`config.mk`:
```
export PLATFORM = sky130hd
export DESIGN_NAME = flow_sig_hash
export DESIGN_NICKNAME = d
export VERILOG_FILES = /design/src/rtl/fsh_pkg.sv /design/src/rtl/fsh_swap.sv /design/src/rtl/fsh_lane.sv /design/src/rtl/fsh_fold.sv /design/src/rtl/flow_sig_hash.sv
export SDC_FILE = /design/constraint.sdc
export NUM_CORES = 1
export LEC_CHECK = 0
export BUFFER_PORTS_ARGS = -buffer_cell sky130_fd_sc_hd__buf_2
export CAP_MARGIN = 30
export CORE_MARGIN = 3
export CORE_UTILIZATION = 54
export DETAILED_ROUTE_END_ITERATION = 8
export PLACE_DENSITY_LB_ADDON = 0.3
export SLEW_MARGIN = 20
export SYNTH_ARGS = -nofsm -noshare
export SYNTH_HDL_FRONTEND = slang
export SYNTH_HIERARCHICAL = 1
export SYNTH_SLANG_ARGS = --single-unit
```
`constraint.sdc`:
```
create_clock -name clk -period 3.2 [get_ports clk]
set_input_delay 0.16 -clock clk [delete_from_list [all_inputs] [get_ports clk]]
set_output_delay 0.16 -clock clk [all_outputs]
set_load 0.1 [all_outputs]
```
`src/rtl/fsh_pkg.sv`:
```
package fsh_pkg;
  localparam int WORD_W = 32;
  localparam int HALF_W = WORD_W / 2;
  localparam int BYTES  = WORD_W / 8;
  localparam int MASK_W = 15;

  typedef logic [WORD_W-1:0] word_t;

  function automatic word_t swap_halves(input word_t w);
    return {w[HALF_W-1:0], w[WORD_W-1:HALF_W]};
  endfunction
endpackage

```
`src/rtl/fsh_swap.sv`:
```
module fsh_swap
  import fsh_pkg::*;
#(
  parameter bit NET_ORDER = 1'b1
) (
  input  word_t wire_word,
  output word_t host_word
);
  generate
    if (NET_ORDER) begin : g_reverse
      for (genvar b = 0; b < BYTES; b++) begin : g_byte
        assign host_word[8*b +: 8] = wire_word[8*(BYTES-1-b) +: 8];
      end
    end else begin : g_pass
      assign host_word = wire_word;
    end
  endgenerate
endmodule

```
`src/rtl/fsh_lane.sv`:
```
module fsh_lane
  import fsh_pkg::*;
#(
  parameter int    STEP    = 0,
  parameter word_t BKT_KEY = 32'h5A3C_96E1,
  parameter word_t SIG_KEY = 32'h3C71_A58D
) (
  input  word_t lo_word,
  input  word_t hi_word,
  output word_t com_part,
  output word_t bkt_part,
  output word_t sig_part
);
  localparam int  SH_R  = STEP;
  localparam int  SH_L  = HALF_W - STEP;
  localparam int  HI_IX = STEP + HALF_W;
  localparam bit  LO_BK = BKT_KEY[STEP];
  localparam bit  LO_SK = SIG_KEY[STEP];
  localparam bit  HI_BK = BKT_KEY[HI_IX];
  localparam bit  HI_SK = SIG_KEY[HI_IX];
  localparam bit  LO_COM = LO_BK & LO_SK;
  localparam bit  LO_BKT = LO_BK & !LO_SK;
  localparam bit  LO_SIG = LO_SK & !LO_BK;
  localparam bit  HI_COM = HI_BK & HI_SK;
  localparam bit  HI_BKT = HI_BK & !HI_SK;
  localparam bit  HI_SIG = HI_SK & !HI_BK;

  word_t lo_r, hi_r, lo_l, hi_l;
  assign lo_r = lo_word >> SH_R;
  assign hi_r = hi_word >> SH_R;
  assign lo_l = lo_word << SH_L;
  assign hi_l = hi_word << SH_L;

  assign com_part = (LO_COM ? lo_r : '0) ^ (HI_COM ? hi_r : '0);
  assign bkt_part = (LO_BKT ? lo_r : '0) ^ (HI_BKT ? hi_r : '0);
  assign sig_part = (LO_SIG ? lo_l : '0) ^ (HI_SIG ? hi_l : '0);
endmodule

```
`src/rtl/fsh_fold.sv`:
```
module fsh_fold
  import fsh_pkg::*;
#(
  parameter logic [MASK_W-1:0] HASH_MASK = 15'h7FFF
) (
  input  word_t com_acc,
  input  word_t bkt_acc,
  input  word_t sig_acc,
  output word_t hash
);
  localparam word_t LO_KEEP = word_t'(HASH_MASK);
  localparam word_t HI_KEEP = LO_KEEP << HALF_W;

  word_t bkt_res, sig_res;
  assign bkt_res = (bkt_acc ^ com_acc) & LO_KEEP;
  assign sig_res = (sig_acc ^ (com_acc << HALF_W)) & HI_KEEP;
  assign hash    = bkt_res ^ sig_res;
endmodule

```
`src/rtl/flow_sig_hash.sv`:
```
module flow_sig_hash
  import fsh_pkg::*;
#(
  parameter word_t             BKT_KEY   = 32'h5A3C_96E1,
  parameter word_t             SIG_KEY   = 32'h3C71_A58D,
  parameter logic [MASK_W-1:0] HASH_MASK = 15'h7FFF,
  parameter bit                NET_ORDER = 1'b1
) (
  input  logic        clk,
  input  logic        rst,
  input  logic        in_valid,
  output logic        in_ready,
  input  logic [31:0] in_flow,
  input  logic [31:0] in_common,
  output logic        out_valid,
  input  logic        out_ready,
  output logic [31:0] out_hash
);
  localparam int    STEPS    = HALF_W;
  localparam word_t KEEP_ALL = (word_t'(HASH_MASK) << HALF_W) | word_t'(HASH_MASK);

  word_t flow_h, comm_h;
  fsh_swap #(.NET_ORDER(NET_ORDER)) u_swap_flow (.wire_word(in_flow),   .host_word(flow_h));
  fsh_swap #(.NET_ORDER(NET_ORDER)) u_swap_comm (.wire_word(in_common), .host_word(comm_h));

  // Working words: the high word takes the flow word up front; the low
  // word only takes it after step 0.
  word_t hi_w, lo_pre, lo_post;
  assign hi_w    = comm_h ^ flow_h ^ (flow_h >> HALF_W);
  assign lo_pre  = swap_halves(comm_h);
  assign lo_post = lo_pre ^ flow_h ^ (flow_h << HALF_W);

  word_t com_ch [STEPS+1];
  word_t bkt_ch [STEPS+1];
  word_t sig_ch [STEPS+1];
  assign com_ch[0] = '0;
  assign bkt_ch[0] = '0;
  assign sig_ch[0] = '0;

  generate
    for (genvar n = 0; n < STEPS; n++) begin : g_step
      word_t c_p, b_p, s_p;
      fsh_lane #(.STEP(n), .BKT_KEY(BKT_KEY), .SIG_KEY(SIG_KEY)) u_lane (
        .lo_word (n == 0 ? lo_pre : lo_post),
        .hi_word (hi_w),
        .com_part(c_p),
        .bkt_part(b_p),
        .sig_part(s_p)
      );
      assign com_ch[n+1] = com_ch[n] ^ c_p;
      assign bkt_ch[n+1] = bkt_ch[n] ^ b_p;
      assign sig_ch[n+1] = sig_ch[n] ^ s_p;
    end
  endgenerate

  word_t hash_next;
  fsh_fold #(.HASH_MASK(HASH_MASK)) u_fold (
    .com_acc(com_ch[STEPS]),
    .bkt_acc(bkt_ch[STEPS]),
    .sig_acc(sig_ch[STEPS]),
    .hash   (hash_next)
  );

  assign in_ready = !out_valid || out_ready;

  always_ff @(posedge clk) begin
    if (rst) begin
      out_valid <= 1'b0;
      out_hash  <= '0;
    end else if (in_ready) begin
      out_valid <= in_valid;
      if (in_valid) out_hash <= hash_next;
    end
  end

  assert_reset_clear_R1: assert property (@(posedge clk)
    rst |=> (!out_valid && out_hash == '0));

  assert_field_mask_R6: assert property (@(posedge clk) disable iff (rst)
    (out_hash & ~KEEP_ALL) == '0);

  assert_one_cycle_R7: assert property (@(posedge clk) disable iff (rst)
    (in_valid && in_ready) |=> out_valid);

  assert_hold_on_stall_R9: assert property (@(posedge clk) disable iff (rst)
    (out_valid && !out_ready) |=> (out_valid && $stable(out_hash)));

  assert_drain_R10: assert property (@(posedge clk) disable iff (rst)
    (!in_valid && in_ready) |=> !out_valid);
endmodule

```
==> results.toml <==
[run_status]
status = "finished clean"

[timing]
finalCritPeriodShare_pct = 78.6
setup_viol = 0
min_period_ns = 2.52
fmax_ghz = 0.398
whs_ns = 0.132
hold_viol = 0
finalMaxSlewViolations = 0
fin_skew_ns = 0.00611
rsz0062_at_grt = "false"
tightest_slew_ns = 1.01
max_slew_margin_pct = 32.1
tns_ns = 0

[clocking]
cts.path.max_buffers = 2
root_buffer = "clkbuf_16"
clkLatencyLatePin_ns = 0.28
cts_resized = 0
h-tree-depth = 2
cts.sinks = 33
numCtsBuffers = 5
cts_hold_buf = 0
cts_tree = "yes"
clkTransAtPathRegs_ns = 0.06
cts_setup_buffers = 0

[setup_path]
cp_data_required_time_ns = 3.40
critPathMaxStageDelay_ns = 0.76
crit_top_cell = "xnor2_1"
slowest_stage = "xnor2_1"
startpoint = "in_flow[1]"
crit_chain = "buf_2 -> xnor2_1 -> xnor2_1 -> buf_4 -> xnor2_1 -> xnor2_1 -> xnor2_1 -> xnor2_1 -> xor2_1 -> nand2_1 -> a21oi_1"
r2r-start = "out_valid"
crit_fanout = 5
critPathKind = "in -> reg"
cp-end-kind = "flip-flop"
crit_arrival_ns = 2.72
worstSetupStartpointType = "primary input"

[floorplanning]
fp.dieArea_um2 = 27900
die-width_um = 167
io-pin-count = 102
die_h_um = 167
core_um2 = 25300
rows = 58
start_util_pct = 55.2

[synth]
syn_area_um2 = 14000
yosys_warnings = 6
synthCells = 1726
avgSynthCellArea_um2 = 8.10

[routing]
top_layer_used = "met4"
met3_length_um = 887
routedLengthMet1_um = 10000
drt_first_iter_violations = 282
drtPass1Iterations = 4
drt-total-wl_um = 21600
route.detailed.wl_per_inst_um = 11.9
via_per_inst = 3.57
drc_errors = 0
ant_nets = 0
vias = 6464
dr_wl_met2_um = 10600

[global_routing]
antenna_found_initial = 0
grt_pass1_wl_um = 34200
grt_remaining_overflow = 0
track_usage_pct = 15.7
first_global_vias = 6179
grt_max_degree = 34

[place]
hpwlAfterDp_um = 18000
place.gp.congestion = 0.794
io_buffers = 101

[power_and_ir_drop]
p_leak_uw = 0.00423
combPwrFrac_pct = 85.7
swShare_pct = 51.8
p_clk_share_pct = 6.7
p_switching_uw = 3980
powerDensity_nw_per_um2 = 698
p_seq_share_pct = 7.7
p_int_uw = 3700
ir_drop_uv = 366

[job]
drv_cap = 0

[finish]
area_growth_pct = -21.3
drive_gt1_share_pct = 10.0
finalNetCount = 1547
antenna-diode-count = 0

[hold_path]
hp-start = "in_valid"
hold_class = "in -> reg"
## per-stage QoR
stage	instance area, um2	worst slack, ns	utilization, %	power (uW)	std cells
after CTS	11000	0.627	43.4	7790	1809
final	11000	0.685	43.4	7670	1809
after global placement	10800	0.354	42.8	7190	1801
after detailed placement	10900	0.342	42.8	7230	1802
after floorplan	15400	0.954	-	7080	2101
after global routing	11000	0.531	43.4	8340	1809
## final cells by class
cell class,instances,area [um2]
fill,2589,14300
multi-input combinational,1300,8990
timing repair buffer,138,781
sequential,33,661
tap,330,413
clock buffer,6,139
clock inverter,1,7.51
inverter,1,3.75
## cells in the final DEF, fill, tap and decap left out
| master | instances |
|---|---|
| xnor2_1 | 674 |
| clkbuf_8 | 1 |
| a21oi_1 | 33 |
| and2_1 | 1 |
| nand2_1 | 65 |
| clkbuf_16 | 5 |
| buf_4 | 36 |
| inv_1 | 1 |
| xor2_1 | 132 |
| clkinvlp_4 | 1 |
| nand2b_4 | 1 |
| conb_1 | 392 |
| buf_2 | 102 |
| xnor2_2 | 2 |
| dfxtp_1 | 33 |
## power by group through the flow
stage	logic [uW]	registers, uW	clock network [uW]
floorplan	5780	1290	0
global placement	6590	601	0
detailed placement	6630	602	0
CTS	6670	593	528
global route	7200	604	536
finish	6570	590	511
## per-layer routing
layer	up-vias	global-route usage, %
met4	0	1.72
met2	105	28.0
li1	3546	-
met5	-	0
met1	2803	21.4
met3	10	1.31
## sequential cells by signal, summed over array words and instances (netlist names)
| name | flops |
|---|---|
| out_hash | 32 |
| out_valid | 1 |
## worst paths after layout
check | end | slack [ns] | depth (start not counted)
worst min register to register | out_hash[7] | 0.45 | 2
worst max register to register | out_hash[27] | 1.94 | 5
worst max-delay path | out_hash[6] | 0.68 | 11
worst min-delay path | out_valid | 0.13 | 3
## critical path, delay by kind of cell
kind	cells	cell delay (ns)
XOR/XNOR	7	1.94
AND/OR/NAND/NOR	1	0.09
AO/OA/AOI/OAI	1	0.12
buffers and inverters	2	0.40
(Power assumes the default switching activity.)
